`config.mk`:
```
export PLATFORM = sky130hd
export DESIGN_NAME = bus_idle_pwrdn
export DESIGN_NICKNAME = d
export VERILOG_FILES = /design/src/rtl/idle_pd_pkg.sv /design/src/rtl/idle_pd_regs.sv /design/src/rtl/idle_pd_ctrl.sv /design/src/rtl/idle_pd_path.sv /design/src/rtl/bus_idle_pwrdn.sv
export SDC_FILE = /design/constraint.sdc
export NUM_CORES = 1
export LEC_CHECK = 0
export BUFFER_PORTS_ARGS = -buffer_cell sky130_fd_sc_hd__buf_2
export CELL_PAD_IN_SITES_DETAIL_PLACEMENT = 2
export CELL_PAD_IN_SITES_GLOBAL_PLACEMENT = 2
export CORE_MARGIN = 5
export CORE_UTILIZATION = 34
export DETAILED_ROUTE_END_ITERATION = 7
export PLACE_DENSITY = 0.87
export SLEW_MARGIN = 20
export SYNTH_ARGS = -nofsm -noshare
export SYNTH_HDL_FRONTEND = slang
export SYNTH_SLANG_ARGS = --single-unit
```
`constraint.sdc`:
```
create_clock -name clk -period 4 [get_ports clk]
set_input_delay 0.2 -clock clk [delete_from_list [all_inputs] [get_ports clk]]
set_output_delay 0.2 -clock clk [all_outputs]
set_load 0.005 [all_outputs]
```
`src/rtl/idle_pd_pkg.sv`:
```
package idle_pd_pkg;
  localparam int REG_W      = 8;
  localparam int TURBO_BIT  = 0;
  localparam int ENABLE_BIT = 1;
  localparam int LIMIT_LSB  = 4;

  typedef struct packed {
    logic gateBus;
    logic killSel;
  } pdStrobes_t;
endpackage

```
`src/rtl/idle_pd_regs.sv`:
```
module idle_pd_regs
  import idle_pd_pkg::*;
#(
  parameter int ADDR_W = 16,
  parameter int CNT_W  = 4,
  parameter int REG_AW = 2
) (
  input  logic              clk,
  input  logic              rstN,
  input  logic              regWrEn,
  input  logic [REG_AW-1:0] regAddr,
  input  logic [REG_W-1:0]  regWrData,
  output logic              turboOff,
  output logic              pdEnable,
  output logic [CNT_W-1:0]  idleLimit,
  output logic [ADDR_W-1:0] blockMask
);
  localparam int NUM_MASK = (ADDR_W + REG_W - 1) / REG_W;

  logic                      turboQ;
  logic                      enableQ;
  logic [CNT_W-1:0]          limitQ;
  logic [NUM_MASK*REG_W-1:0] maskFlat;

  always_ff @(posedge clk) begin
    if (!rstN) begin
      turboQ  <= 1'b0;
      enableQ <= 1'b0;
      limitQ  <= '0;
    end else if (regWrEn && regAddr == '0) begin
      turboQ  <= regWrData[TURBO_BIT];
      enableQ <= regWrData[ENABLE_BIT];
      limitQ  <= regWrData[LIMIT_LSB +: CNT_W];
    end
  end

  for (genvar g = 0; g < NUM_MASK; g++) begin : g_mask
    always_ff @(posedge clk) begin
      if (!rstN) begin
        maskFlat[g*REG_W +: REG_W] <= '0;
      end else if (regWrEn && regAddr == REG_AW'(g + 1)) begin
        maskFlat[g*REG_W +: REG_W] <= regWrData;
      end
    end
  end

  assign turboOff  = turboQ;
  assign pdEnable  = enableQ;
  assign idleLimit = limitQ;
  assign blockMask = maskFlat[ADDR_W-1:0];
endmodule

```
`src/rtl/idle_pd_ctrl.sv`:
```
module idle_pd_ctrl
  import idle_pd_pkg::*;
#(
  parameter int CNT_W = 4
) (
  input  logic             clk,
  input  logic             rstN,
  input  logic             addrStrobe,
  input  logic             pdEnable,
  input  logic [CNT_W-1:0] idleLimit,
  output pdStrobes_t       strobes,
  output logic             powerDown
);
  logic             asPrev;
  logic             strobeEdge;
  logic [CNT_W-1:0] idleCnt;
  logic             pdQ;
  logic             pdNext;

  assign strobeEdge = addrStrobe ^ asPrev;

  always_comb begin
    if (strobeEdge)   pdNext = 1'b0;
    else if (pdQ)     pdNext = 1'b1;
    else              pdNext = pdEnable && (idleCnt >= idleLimit);
  end

  always_ff @(posedge clk) begin
    if (!rstN) begin
      asPrev  <= 1'b0;
      idleCnt <= '0;
      pdQ     <= 1'b0;
    end else begin
      asPrev <= addrStrobe;
      if (strobeEdge)           idleCnt <= '0;
      else if (idleCnt != '1)   idleCnt <= idleCnt + 1'b1;
      pdQ <= pdNext;
    end
  end

  assign strobes.gateBus = pdQ;
  assign strobes.killSel = pdQ;
  assign powerDown       = pdQ;
endmodule

```
`src/rtl/idle_pd_path.sv`:
```
module idle_pd_path
  import idle_pd_pkg::*;
#(
  parameter int ADDR_W  = 16,
  parameter int DATA_W  = 8,
  parameter int NUM_SEL = 4
) (
  input  logic               clk,
  input  logic               rstN,
  input  pdStrobes_t         strobes,
  input  logic               chipSelN,
  input  logic [ADDR_W-1:0]  busAddr,
  input  logic [DATA_W-1:0]  busData,
  input  logic [NUM_SEL-1:0] selReq,
  input  logic [ADDR_W-1:0]  blockMask,
  output logic [ADDR_W-1:0]  memAddr,
  output logic [DATA_W-1:0]  memData,
  output logic [NUM_SEL-1:0] memSel,
  output logic [ADDR_W-1:0]  logicIn
);
  logic [ADDR_W-1:0] addrHold;
  logic [DATA_W-1:0] dataHold;
  logic [ADDR_W-1:0] logicHold;

  always_ff @(posedge clk) begin
    if (!rstN) begin
      addrHold <= '0;
      dataHold <= '0;
    end else if (!strobes.gateBus) begin
      addrHold <= busAddr;
      dataHold <= busData;
    end
  end

  assign memAddr = strobes.gateBus ? addrHold : busAddr;
  assign memData = strobes.gateBus ? dataHold : busData;
  assign memSel  = (strobes.killSel || chipSelN) ? '0 : selReq;

  for (genvar i = 0; i < ADDR_W; i++) begin : g_logic
    logic freeze;
    assign freeze = strobes.gateBus || blockMask[i];
    always_ff @(posedge clk) begin
      if (!rstN)        logicHold[i] <= 1'b0;
      else if (!freeze) logicHold[i] <= busAddr[i];
    end
    assign logicIn[i] = freeze ? logicHold[i] : busAddr[i];
  end
endmodule

```
`src/rtl/bus_idle_pwrdn.sv`:
```
module bus_idle_pwrdn
  import idle_pd_pkg::*;
#(
  parameter int ADDR_W  = 16,
  parameter int DATA_W  = 8,
  parameter int NUM_SEL = 4,
  parameter int CNT_W   = 4,
  parameter int REG_AW  = 2
) (
  input  logic               clk,
  input  logic               rstN,
  input  logic               addrStrobe,
  input  logic [ADDR_W-1:0]  busAddr,
  input  logic [DATA_W-1:0]  busData,
  input  logic [NUM_SEL-1:0] selReq,
  input  logic               chipSelN,
  input  logic               regWrEn,
  input  logic [REG_AW-1:0]  regAddr,
  input  logic [REG_W-1:0]   regWrData,
  output logic [ADDR_W-1:0]  memAddr,
  output logic [DATA_W-1:0]  memData,
  output logic [NUM_SEL-1:0] memSel,
  output logic [ADDR_W-1:0]  logicIn,
  output logic               turboOff,
  output logic               powerDown
);
  logic              pdEnable;
  logic [CNT_W-1:0]  idleLimit;
  logic [ADDR_W-1:0] blockMask;
  pdStrobes_t        strobes;

  idle_pd_regs #(.ADDR_W(ADDR_W), .CNT_W(CNT_W), .REG_AW(REG_AW)) regs_i (
    .clk(clk), .rstN(rstN), .regWrEn(regWrEn), .regAddr(regAddr),
    .regWrData(regWrData), .turboOff(turboOff), .pdEnable(pdEnable),
    .idleLimit(idleLimit), .blockMask(blockMask)
  );

  idle_pd_ctrl #(.CNT_W(CNT_W)) ctrl_i (
    .clk(clk), .rstN(rstN), .addrStrobe(addrStrobe), .pdEnable(pdEnable),
    .idleLimit(idleLimit), .strobes(strobes), .powerDown(powerDown)
  );

  idle_pd_path #(.ADDR_W(ADDR_W), .DATA_W(DATA_W), .NUM_SEL(NUM_SEL)) path_i (
    .clk(clk), .rstN(rstN), .strobes(strobes), .chipSelN(chipSelN),
    .busAddr(busAddr), .busData(busData), .selReq(selReq),
    .blockMask(blockMask), .memAddr(memAddr), .memData(memData),
    .memSel(memSel), .logicIn(logicIn)
  );
endmodule

```
Word-level counts from Yosys, hierarchy flattened
Cells that the tools add are included.

Flip-flop bits (word level): 68. Bits in latches: 0. Bits in writable memories: 0. ROM bits: 0. Output and inout bits: 46. Memories kept: 0.

$add $sub $neg: 1. Multiply operators: 0. Divide/modulo/power cells: 0. $lt $le $gt $ge: 1. Equality and inequality tests: 3. Shift-type cells: 0. Mux-type cells: 20. Bitwise logic cells: 2. Reduce and logical (&&, ||, !) cells: 23.

Operator list (count): $logic_or A1 B1 Y1 (17); $mux W1 (17); $mux W16 (1); $mux W8 (1); $add A4 B1 Y4 const B (1); $ge A4 B4 Y1 (1); $logic_and A1 B1 Y1 (4); $mux W4 (1); $ne A4 B4 Y1 const B (1); $eq A2 B1 Y1 const B (1); $eq A2 B2 Y1 const B (1); $logic_not A2 Y1 (1); $reduce_or A2 Y1 (1); $not A1 Y1 (1); $xor A1 B1 Y1 (1).

Logic depth before layout (Yosys ltp)
Word-level depth: 3. Depth in mapped cells: 5.

By module
A second synthesis with hierarchy kept.

Cell total of the unflattened synthesis: 304. Area, all modules: 3085.5 µm².

By module, submodules not included: idle_pd_path (times used 1, cells an instance 183, area each 1916.8 µm², sequential area each 800.8 µm²); idle_pd_regs (times used 1, cells an instance 83, area each 829.5 µm², sequential area each 440.4 µm²); idle_pd_ctrl (times used 1, cells an instance 38, area each 339.1 µm², sequential area each 120.1 µm²).

Worst setup path after synthesis
No wires, ideal clock.

Path type: reg-to-reg. From: register ctrl_i.idleCnt[0]. To: register ctrl_i.pdQ, in the netlist ctrl_i.powerDown. Setup time: 0.127 ns. Data arrival time: 1.304 ns. Setup slack: 2.569 ns. Cell stages (with the launch flop): 6. Period minus slack after synthesis: 1.431 ns. Path through: dfxtp_1 > inv_1 > ha_1 > or3b_2 > o2111ai_1 > a211oi_1.

Word-level cells in the longest chain between the ends: 3.

RTL lines: start, declared (RTL line idle_pd_ctrl.sv:16) `logic [CNT_W-1:0] idleCnt;`; start signal, assigned (RTL line idle_pd_ctrl.sv:36) `else if (idleCnt != '1) idleCnt <= idleCnt + 1'b1;`; $ge A4 B4 Y1 (RTL line idle_pd_ctrl.sv:25) `else pdNext = pdEnable && (idleCnt >= idleLimit);`; $logic_and A1 B1 Y1 (RTL line idle_pd_ctrl.sv:25); $mux W1 (RTL line idle_pd_ctrl.sv:24) `else if (pdQ) pdNext = 1'b1;`; end signal, assigned (RTL line idle_pd_ctrl.sv:37) `pdQ <= pdNext;`; end, declared (RTL line idle_pd_ctrl.sv:17) `logic pdQ;`.

Every way passes these cells. A chain may end at the register's enable or synchronous reset.

Worst setup path in the final report
From: register ctrl_i.pdQ, in the netlist ctrl_i.powerDown. To: output logicIn[0].

Word-level cells in the longest chain between the ends: 2.

RTL lines: $logic_or A1 B1 Y1 (RTL line idle_pd_path.sv:41) `assign freeze = strobes.gateBus || blockMask[i];`; $mux W1 (RTL line idle_pd_path.sv:46) `assign logicIn[i] = freeze ? logicHold[i] : busAddr[i];`; end, declared (RTL line bus_idle_pwrdn.sv:23) `output logic [ADDR_W-1:0] logicIn,`.

Every way passes these cells.

==> results by group <==
Logic synthesis
  – Sequential area share after synthesis: 0.4720
  – Number of synthesized register bits: 68
  – Syn_area_per_cell: 11.09 sq um
  – Post-synth top area cell: dfxtp_1
  – Top-count cell post-synth: dfxtp_1
  – Mapped Area: 2884 sq um
  – Area contributors post-synth: dfxtp_1, mux2_2, and2_1
  – Synth cell count leaders: dfxtp_1, and2_1, mux2_2
  – Gate Count Post-Synth: 260
  – Proportion of netlist area held by the largest area contributor: 0.4720
  – Post-synth EDFFs: 0
  – Async SR Flop Fraction: 0
  – Netlist cell types: 24
  – Ys Warns: 0
  – Syn_nets: 308
  – Top FF cell, synth: dfxtp_1

STA
  – Max transition margin: 0.3471
  – Total Neg Setup Slack: 0 ps
  – Clock Skew: 10.68 ps
  – Final setup fails: 0
  – Worst slew pin tran: 979.3 ps
  – Fin crit share: 0.5337
  – Fmax: 0.4685 GHz
  – Crit path time final: 2135 ps
  – Unrepaired setup endpoints after global routing: false
  – Final Max Slew Viols: 0
  – Final Hold Fails: 0
  – Worst setup margin: 1865 ps

Route
  – Final WL: 6.983 mm
  – ANT nets after route: 0
  – Vias post-DR: 2111
  – Post-route DRC: 0
  – WL/cell: 15.38 um
  – 1st-pass router iterations: 4
  – Vias per cell: 4.650
  – First DRT Iteration DRCs: 34

Pwr
  – Switching Power: 324.2 uW
  – Clock share of power: 0.355
  – Switching share of power: 0.2342
  – Pwr dens: 392.1 nW/um^2
  – Peak supply drop: 0.1930 mV
  – Leak: 0.001624 uW
  – Sequential power share: 0.525
  – Logic gate share of total power: 0.120
  – Power Internal: 1060 uW

Finish
  – Layout cells sized above 1: 0.4126
  – Area Overhead vs Synth: 22.39%
  – Sequential Area: 1363 sq um
  – Final nets: 393
  – Final core occ: 0.4274
  – Fin cells: 454
  – Fillers: 910
  – Antenna Cells: 0
  – Multi-input logic area: 1411 sq um

Setup path
  – Critical path startpoint: ctrl_i.powerDown
  – Crit-path max cell delay: 980 ps
  – Worst EP arrival: 1930 ps
  – CP Cell Sequence: nor2_1 > mux2_4 > buf_2
  – Worst Setup Path Type: reg -> out
  – Crit Reg-Reg Startpoint: ctrl_i.powerDown
  – Endpoint class of the critical path: primary output
  – Reg2reg end: path_i.logicHold[6]
  – Worst r2r path cells: 3
  – Worst EP required: 3800 ps
  – CP Launch Type: register
  – Slowest-stage cell, CP: dfxtp_2
  – FF-to-FF setup slack: 2260 ps
  – CP max FO: 44

Floorplanning
  – Die footprint: 10420 sq um
  – # rows: 33
  – IO Pins: 89
  – Core ar.: 8258 sq um
  – Initial Util: 0.3492
  – DIE WIDTH: 102.1 um
  – Die Span Y: 102.1 um

Global routing
  – First-pass GRT wire length: 11.13 mm
  – Vias in the first global route: 2315
  – GRT Overall Usage: 0.1394
  – Pin count of the biggest net entering global routing: 65
  – Grt total ovfl: 0
  – Initial antenna violation count: 0

Worst hold path
  – Hold Crit Class: in -> reg
  – Hold path start: addrStrobe
  – Hold path endpoint: ctrl_i.asPrev
  – Cells on Worst Hold Path: 2

Run status
  – Run status: complete, no violations

Clock network
  – Num CTS Buffers: 9
  – Clock-pin slew on the worst setup and hold paths: 70 ps
  – Clock tree sinks: 68
  – CTS resizes: 0
  – CTS H-Tree Depth: 3
  – Setup bufs post-CTS: 0
  – Root Buffer Master: clkbuf_8
  – CTS tree: built
  – Worst skew pair latency: 330 ps
  – Clock Path Buffers: 2
  – CTS Hold Buffers Added: 0

Placement
  – Number of port buffers: 88
  – Pre-CTS setup slack: 2164 ps
  – Dpl hpwl: 5.159 mm
  – Cells after DPL: 439
  – Routability cong.: 0.7073

Job
  – Max Cap Violations: 0
kinds of logic after synthesis:
| logic type | Yosys count | synth area share |
|---|---|---|
| AOI/OAI and AO/OA | 4 | 0.01041 |
| muxes | 63 | 0.2503 |
| DFF | 68 | 0.4720 |
| xor gates and xnor gates | 2 | 0.006075 |
| and+or+nand+nor | 100 | 0.2009 |
| buffers and inverters | 18 | 0.03861 |
| adders and majority gates | 5 | 0.02169 |
power by group through the flow:
stage	clock, uW	combinational [uW]	sequential [uW]
detailed placement	0	170	742
CTS	515	172	727
finish	492	166	726
global placement	0	162	740
global route	552	187	730
floorplan	0	102	735
worst max-delay path, delay by kind of cell (launching register included):
kind,cells,cell delay (ps)
simple gates,1,150
buf+inv,1,130
flops,1,980
mux,1,340
state kept, by name, summed over array words and instances (netlist names):
name              cells
ctrl_i.asPrev         1
ctrl_i.idleCnt        4
ctrl_i.powerDown      1
path_i.addrHold      16
path_i.dataHold       8
path_i.logicHold     16
regs_i.blockMask     16
regs_i.idleLimit      4
regs_i.pdEnable       1
regs_i.turboOff       1
metal layers:
layer / global-route usage / vias up / wire length [um]
li1: - / 1026 / -
met1: 0.1560 / 1020 / 2787
met2: 0.2524 / 57 / 3656
met3: 0.04573 / 8 / 471
met4: 0.03935 / 0 / 67
met5: 0 / - / 0
how the worst max path moves through the flow:
| stage | end | slack, ps |
|---|---|---|
| 2_1_floorplan | ctrl_i.powerDown | 2570 |
| 3_3_place_gp | logicIn[14] | 2220 |
| 3_5_place_dp | logicIn[0] | 2160 |
| 4_1_cts | logicIn[0] | 1780 |
| 5_1_grt | logicIn[6] | 1700 |
| 6_report | logicIn[0] | 1870 |
stage by stage:
step                power [uW]  hold slack, ps  instance area [sq um]
finish                    1384           106.2                   3530
global route              1469           94.75                   3530
CTS                       1414           97.11                   3530
detailed placement       912.6           440.0                   3361
global placement         902.0           435.1                   3361
floorplan                836.1           321.7                   2884
placed cells by master, fill, tap and decap left out:
cell type / Yosys / final
buf_2: 2 / 88
dfxtp_1: 68 / 67
and2_1: 45 / 45
mux2_2: 29 / 29
mux2i_1: 23 / 23
nor2_1: 22 / 22
nor2b_1: 22 / 22
mux2_4: 11 / 11
clkbuf_8: 0 / 11
ha_1: 5 / 5
inv_1: 4 / 4
a211oi_1: 2 / 2
xnor2_1: 2 / 2
nand2_1: 2 / 2
nand3_1: 2 / 2
nor3_1: 2 / 2
nand3b_1: 2 / 2
clkinv_2: 0 / 2
clkbuf_1: 7 / 2
or3b_2: 1 / 1
o2111ai_1: 1 / 1
nor3b_1: 1 / 1
a31oi_1: 1 / 1
nor3b_4: 1 / 1
dfxtp_2: 0 / 1
layout make-up:
type	instances	share of cell area
multi-input cells	174	0.3999
well taps	105	0.03722
inverters	4	0.004254
repair buffers	88	0.1248
flip-flops and latches	68	0.3860
clock inverters	2	0.002836
clock buffers	13	0.04502
(Power assumes the default switching activity.)
